===== config.mk =====
export PLATFORM = sky130hd
export DESIGN_NAME = bank_conflict_cls
export DESIGN_NICKNAME = d
export VERILOG_FILES = /design/src/rtl/bank_conflict_pkg.sv /design/src/rtl/bank_addr_map.sv /design/src/rtl/bank_conflict_cmp.sv /design/src/rtl/bank_out_stage.sv /design/src/rtl/bank_conflict_cls.sv
export SDC_FILE = /design/constraint.sdc
export NUM_CORES = 1
export LEC_CHECK = 0
export ABC_AREA = 1
export BUFFER_PORTS_ARGS = -buffer_cell sky130_fd_sc_hd__buf_2
export CELL_PAD_IN_SITES_DETAIL_PLACEMENT = 1
export CELL_PAD_IN_SITES_GLOBAL_PLACEMENT = 2
export CORE_ASPECT_RATIO = 1.5
export CORE_MARGIN = 5
export CORE_UTILIZATION = 15
export CTS_CLUSTER_DIAMETER = 100
export DETAILED_ROUTE_END_ITERATION = 10
export PLACE_DENSITY_LB_ADDON = 0.1
export RECOVER_POWER = 100
export SYNTH_ARGS = -nofsm -noshare
export SYNTH_HDL_FRONTEND = slang
export SYNTH_SLANG_ARGS = --single-unit

===== constraint.sdc =====
create_clock -name clk_i -period 0.8 [get_ports clk_i]
set_input_delay 0.08 -clock clk_i [delete_from_list [all_inputs] [get_ports clk_i]]
set_output_delay 0.08 -clock clk_i [all_outputs]
set_load 0.05 [all_outputs]

===== src/rtl/bank_conflict_pkg.sv =====
package bank_conflict_pkg;
  typedef struct packed {
    logic rw;
    logic rr;
    logic stall;
    logic err;
  } conf_flags_t;
  localparam int unsigned FLAGS_W = $bits(conf_flags_t);
endpackage


===== src/rtl/bank_addr_map.sv =====
module bank_addr_map #(
  parameter int unsigned ADDR_W    = 18,
  parameter int unsigned ROW_LOG2  = 5,
  parameter int unsigned GRP_W     = 4,
  parameter int unsigned SLOT_LOG2 = 16,
  parameter int unsigned NUM_SLOTS = 3,
  localparam int unsigned SLOT_W   = ADDR_W - SLOT_LOG2,
  localparam int unsigned BANK_W   = SLOT_W + GRP_W
) (
  input  logic [ADDR_W-1:0] addr_i,
  input  logic              vld_i,
  output logic [GRP_W-1:0]  grp_o,
  output logic [BANK_W-1:0] bank_o,
  output logic              oor_o
);
  logic [SLOT_W-1:0] slot;

  assign slot   = addr_i[ADDR_W-1:SLOT_LOG2];
  assign grp_o  = addr_i[ROW_LOG2 +: GRP_W];
  // groups are a power of two, so slot*groups+grp is a concatenation
  assign bank_o = {slot, grp_o};
  assign oor_o  = vld_i && (32'(slot) >= NUM_SLOTS);
endmodule


===== src/rtl/bank_conflict_cmp.sv =====
module bank_conflict_cmp
  import bank_conflict_pkg::*;
#(
  parameter int unsigned GRP_W  = 4,
  parameter int unsigned BANK_W = 6
) (
  input  logic [GRP_W-1:0]  s0_grp_i,
  input  logic [GRP_W-1:0]  s1_grp_i,
  input  logic [BANK_W-1:0] s0_bank_i,
  input  logic [BANK_W-1:0] s1_bank_i,
  input  logic [BANK_W-1:0] d_bank_i,
  input  logic              s0_vld_i,
  input  logic              s1_vld_i,
  input  logic              d_vld_i,
  input  logic [2:0]        oor_i,
  output conf_flags_t       flags_o
);
  logic err, rw_raw, rr_raw;

  assign err    = |oor_i;
  // read vs write: full bank match
  assign rw_raw = d_vld_i && ((s0_vld_i && s0_bank_i == d_bank_i) ||
                              (s1_vld_i && s1_bank_i == d_bank_i));
  // read vs read: group match only
  assign rr_raw = s0_vld_i && s1_vld_i && (s0_grp_i == s1_grp_i);

  always_comb begin
    flags_o.err   = err;
    flags_o.rw    = rw_raw && !err;
    flags_o.rr    = rr_raw && !err;
    flags_o.stall = (rw_raw || rr_raw) && !err;
  end

  always_comb begin
    if (flags_o.rw)
      AST_RW_BANK_MATCH: assert (d_vld_i && (d_bank_i == s0_bank_i || d_bank_i == s1_bank_i));
    if (flags_o.rr)
      AST_RR_BOTH_VALID: assert (s0_vld_i && s1_vld_i);
  end
endmodule


===== src/rtl/bank_out_stage.sv =====
module bank_out_stage #(
  parameter int unsigned W       = 8,
  parameter bit          REG_OUT = 1'b1
) (
  input  logic         clk_i,
  input  logic         rst_ni,
  input  logic [W-1:0] d_i,
  output logic [W-1:0] q_o
);
  if (REG_OUT) begin : g_reg
    always_ff @(posedge clk_i or negedge rst_ni) begin
      if (!rst_ni) q_o <= '0;
      else         q_o <= d_i;
    end
  end else begin : g_comb
    assign q_o = d_i;
  end
endmodule


===== src/rtl/bank_conflict_cls.sv =====
module bank_conflict_cls
  import bank_conflict_pkg::*;
#(
  parameter int unsigned ADDR_W    = 18,
  parameter int unsigned ROW_LOG2  = 5,
  parameter int unsigned GRP_W     = 4,
  parameter int unsigned SLOT_LOG2 = 16,
  parameter int unsigned NUM_SLOTS = 3,
  parameter bit          REG_OUT   = 1'b1,
  localparam int unsigned BANK_W   = ADDR_W - SLOT_LOG2 + GRP_W
) (
  input  logic              clk_i,
  input  logic              rst_ni,
  input  logic [ADDR_W-1:0] src0_addr_i,
  input  logic [ADDR_W-1:0] src1_addr_i,
  input  logic [ADDR_W-1:0] dst_addr_i,
  input  logic              src0_vld_i,
  input  logic              src1_vld_i,
  input  logic              dst_vld_i,
  output logic [GRP_W-1:0]  src0_grp_o,
  output logic [BANK_W-1:0] src0_bank_o,
  output logic [GRP_W-1:0]  src1_grp_o,
  output logic [BANK_W-1:0] src1_bank_o,
  output logic [GRP_W-1:0]  dst_grp_o,
  output logic [BANK_W-1:0] dst_bank_o,
  output logic              rw_conf_o,
  output logic              rr_conf_o,
  output logic              stall_o,
  output logic              range_err_o
);
  localparam int unsigned NOPS  = 3;
  localparam int unsigned OUT_W = NOPS * (GRP_W + BANK_W) + FLAGS_W;

  logic [NOPS-1:0][ADDR_W-1:0] op_addr;
  logic [NOPS-1:0]             op_vld, op_oor;
  logic [NOPS-1:0][GRP_W-1:0]  op_grp;
  logic [NOPS-1:0][BANK_W-1:0] op_bank;
  conf_flags_t                 flags_c, flags_q;
  logic [OUT_W-1:0]            out_d, out_q;

  assign op_addr = {dst_addr_i, src1_addr_i, src0_addr_i};
  assign op_vld  = {dst_vld_i, src1_vld_i, src0_vld_i};

  for (genvar i = 0; i < NOPS; i++) begin : g_map
    bank_addr_map #(
      .ADDR_W(ADDR_W), .ROW_LOG2(ROW_LOG2), .GRP_W(GRP_W),
      .SLOT_LOG2(SLOT_LOG2), .NUM_SLOTS(NUM_SLOTS)
    ) u_map (
      .addr_i(op_addr[i]), .vld_i(op_vld[i]),
      .grp_o(op_grp[i]), .bank_o(op_bank[i]), .oor_o(op_oor[i])
    );
  end

  bank_conflict_cmp #(.GRP_W(GRP_W), .BANK_W(BANK_W)) u_cmp (
    .s0_grp_i(op_grp[0]), .s1_grp_i(op_grp[1]),
    .s0_bank_i(op_bank[0]), .s1_bank_i(op_bank[1]), .d_bank_i(op_bank[2]),
    .s0_vld_i(op_vld[0]), .s1_vld_i(op_vld[1]), .d_vld_i(op_vld[2]),
    .oor_i(op_oor), .flags_o(flags_c)
  );

  assign out_d = {op_grp, op_bank, flags_c};

  bank_out_stage #(.W(OUT_W), .REG_OUT(REG_OUT)) u_out (
    .clk_i(clk_i), .rst_ni(rst_ni), .d_i(out_d), .q_o(out_q)
  );

  assign {dst_grp_o, src1_grp_o, src0_grp_o,
          dst_bank_o, src1_bank_o, src0_bank_o, flags_q} = out_q;
  assign rw_conf_o   = flags_q.rw;
  assign rr_conf_o   = flags_q.rr;
  assign stall_o     = flags_q.stall;
  assign range_err_o = flags_q.err;

  AST_STALL_IS_OR: assert property (@(posedge clk_i) disable iff (!rst_ni)
    stall_o == (rw_conf_o || rr_conf_o));
  AST_ERR_QUIET: assert property (@(posedge clk_i) disable iff (!rst_ni)
    range_err_o |-> !(rw_conf_o || rr_conf_o || stall_o));

  if (REG_OUT) begin : g_chk
    AST_RR_PAST_VALID: assert property (@(posedge clk_i) disable iff (!rst_ni)
      rr_conf_o |-> $past(src0_vld_i && src1_vld_i));
    AST_RW_PAST_DST: assert property (@(posedge clk_i) disable iff (!rst_ni)
      rw_conf_o |-> $past(dst_vld_i));
    AST_GRP_FOLLOWS: assert property (@(posedge clk_i) disable iff (!rst_ni)
      $past(rst_ni) |-> src0_grp_o == $past(src0_addr_i[ROW_LOG2 +: GRP_W]));
  end
endmodule


Word-level counts from Yosys, hierarchy flattened
Cells that the tools add are included.
Operators by class
  reductions and logical operators: 15
  equality and inequality tests: 3
  magnitude comparators: 3
Operators by type and width (count)
  6-bit == test: 2
  1-bit logical AND: 11
  2-bit >= comparator, second input constant: 3
  4-bit == test: 1
  3-bit OR reduction: 1
  1-bit logical OR: 2
  1-bit zero test: 1
Storage, ports and cells
  output and inout bits: 34
  word-level logic and storage cells: 22
  bits in registers: 34

Logic depth before layout (Yosys ltp)
  depth after elaboration: 6
  gate-level depth with buffers: 10
  mapped depth without buffers: 10

By module
Synthesis repeated with hierarchy kept, for this count alone.
Second synthesis, totals
  cells, all modules: 156
  area, all modules: 1462.7 um^2
By module, submodules not included
  bank_out_stage: area an instance 850.8 um^2, instances 1, cells each 34
  bank_conflict_cmp: area an instance 345.3 um^2, instances 1, cells each 83
  bank_addr_map: area an instance 88.8 um^2, instances 3, cells each 13

Worst setup path before layout
No wires, ideal clock.
  kind: reg2out
  start: register, netlist name u_out.q_o[16]
  end: output port dst_grp_o[0]
  data required time: 0.720 ns
  slack: -0.166 ns
  arrival: 0.886 ns
  stages on the path, launching flop included: 2
  cell sequence: dfrtp_1 > buf_4
RTL lines
  end, declared: RTL line bank_conflict_cls.sv:24  | output logic [GRP_W-1:0] dst_grp_o,

==> metrics.txt <==
DR iter-0 viols=19; first-pass GRT wire length=5590 um; clock sinks=22; fmax=1.06 GHz; cts bufs inserted=3; Final Cycle Share=117%; setup ws final=-139 ps; Area contributors post-synth=dfrtp_1 56%, nand2_1 13%, buf_4 9.1%; post-CTS setup buffers=0; post-DR vias/cell=3.74; layout cell share with drive strength beyond 1=35.1%; CTS tree=done; core area=6490 sq um; crit-path leading delay family=flip-flops; Hold Startpoint=dst_vld_i; Initial Utilization=15.3%; DR WL/cell=13.0 um; Leak=0.874 nW; Mapped Area=990 sq um; cell count after synthesis=115; commonest non-fill, non-tap cell in the layout=nand2_1; Final Hold Slack=146 ps; Die X=76.3 um; max-slew headroom at the worst pin=78.5%; DRC violations left=0; worst-margin pin slew=322 ps; register area share after synthesis=55.6%; maximum clock path buffer count=2; post-synth net total=174; P&R area growth vs syn=76.0%; Final #Nets=245; Regs by FF count=u_out.q_o: 22 flops; Synth Register Bits=22; Distinct cells, synth=16; Cell Rows=36; fillers=795; Endpoint, Worst Hold=u_out.q_o[3]$_DFF_PN0_; CP required=720 ps; crit path capture type=output port; Congestion Overflow GR=0; setup violators final=34; max-cap viol count=0; Worst Path Max Fanout=2; Syn. warnings=0; vias in the first global route=1,183; GRT Total Usage=8.39%; CP Cell Sequence=buf_4; Yosys top cell by area=dfrtp_1; Reg with most FFs=u_out.q_o; Hold Path Class=in2reg; outcome=complete, but fails checks; largest net degree at the start of global routing=23; GPL Wtd Cong=0.729; WS Path Type=reg2out; fin util=26.9%; failing checks=negative setup slack; Final Max Slew Viols=0; Critical Path Max Stage Delay=410 ps; Placed Instances=238; Final ANT Viol Nets=0; mean post-synth cell area=8.61 sq um; vias post-DR=976; Min Clock Period, post-route=939 ps; most frequent cells in the layout=33 x nand2_1, 28 x buf_6, 19 x dlygate4sd3_1, 18 x clkbuf_1, 16 x inv_1; Cell Count, Final, Fillers Out=261; max FFs per register=22; diode count=0; HPWL Detailed=2730 um; Cell Pwr Density=1770 nW/um^2; Root Driver=clkbuf_8; Initial DRT Pass Iterations=4; CP max-delay cell=dfrtp_2; H-tree Lvls=1; Hold Path Cell Cnt=5; Max VDD drop=0.000829 V; initial antenna violation count=0; Clock transition at path regs=90 ps; total wire length=3390 um; Die ar.=8360 sq um; final hold vios=0; area share of the leading cell type in the synthesized netlist=55.6%; RSZ-0062 raised after global routing=yes; CP bufs+invs=1; Worst Setup Start Kind=flip-flop; Die Y=109 um; Buffers on Ports=56; Arr. time, crit path=860 ps; I/O pins=93
==> kinds of logic after synthesis <==
kind of cell    synth area share, %
flops                          55.6
xor+xnor                       1.77
simple gates                   23.4
buf+inv                        16.7
compound gates                 2.53
==> cell type report <==
class,instances,area (sq um),area share [%]
Multi-Input combinational cell,61,274,15.7
Clock inverter,1,30.0,1.72
Clock buffer,3,41.3,2.37
Sequential cell,22,566,32.5
Inverter,20,75.1,4.31
Timing Repair Buffer,78,661,37.9
Tap cell,76,95.1,5.46
==> through the flow <==
stage	area (sq um)	setup TNS, ps	setup WS, ps	power, mW
2_1_floorplan	1050	0	15.3	1.70
3_3_place_gp	1310	-305	-128	1.89
3_5_place_dp	1310	-335	-141	1.90
4_1_cts	1730	-4440	-149	3.15
5_1_grt	1740	-5110	-168	3.27
6_report	1740	-3800	-139	3.08
==> power by group <==
group | switching, mW | internal, mW | total [mW] | leakage [nW]
Sequential | 0.0346 | 1.17 | 1.20 | 0.252
Combinational | 0.522 | 0.298 | 0.820 | 0.586
Clock | 0.392 | 0.668 | 1.06 | 0.0357
==> cell usage after synthesis <==
| master | n |
|---|---|
| a21oi_1 | 1 |
| buf_4 | 12 |
| dfrtp_1 | 22 |
| inv_1 | 16 |
| inv_2 | 4 |
| nand2_1 | 33 |
| nand2_2 | 1 |
| nand3_1 | 7 |
| nand3_2 | 1 |
| nor2_1 | 9 |
| nor2_2 | 1 |
| nor3_2 | 1 |
| o21ai_0 | 3 |
| o21ai_1 | 1 |
| or2_0 | 1 |
| xor2_1 | 2 |
==> routing by layer <==
| metal | share of wire, % | GRT usage [%] | up-vias |
|---|---|---|---|
| li1 | - | - | 469 |
| met1 | 35 | 8.07 | 477 |
| met2 | 59 | 17.1 | 28 |
| met3 | 5.6 | 2.13 | 2 |
| met4 | 1.0 | 2.63 | 0 |
| met5 | 0 | 0 | - |
==> worst max path at each step <==
stage / endpoint / slack, ps / from / depth (start not counted)
2_1_floorplan: dst_grp_o[0] / 20 / u_out.q_o[16]$_DFF_PN0_ / 1
3_3_place_gp: u_out.q_o[1]$_DFF_PN0_ / -130 / dst_addr_i[5] / 8
3_5_place_dp: u_out.q_o[1]$_DFF_PN0_ / -140 / dst_addr_i[5] / 8
4_1_cts: src1_bank_o[2] / -150 / u_out.q_o[12]$_DFF_PN0_ / 1
5_1_grt: src1_bank_o[2] / -170 / u_out.q_o[12]$_DFF_PN0_ / 1
6_report: dst_grp_o[0] / -140 / u_out.q_o[16]$_DFF_PN0_ / 1
==> what timing repair did <==
| item | 4_1_cts | 5_1_grt |
|---|---|---|
| endpoints found under the setup margin | 34 | 34 |
| endpoints found under the hold margin | 40 | 0 |
| hold buffers | 19 | 0 |
| gates resized for setup | 52 | 10 |
| pin swaps | 0 | 0 |
No activity file was read; power rests on OpenSTA's default activity.
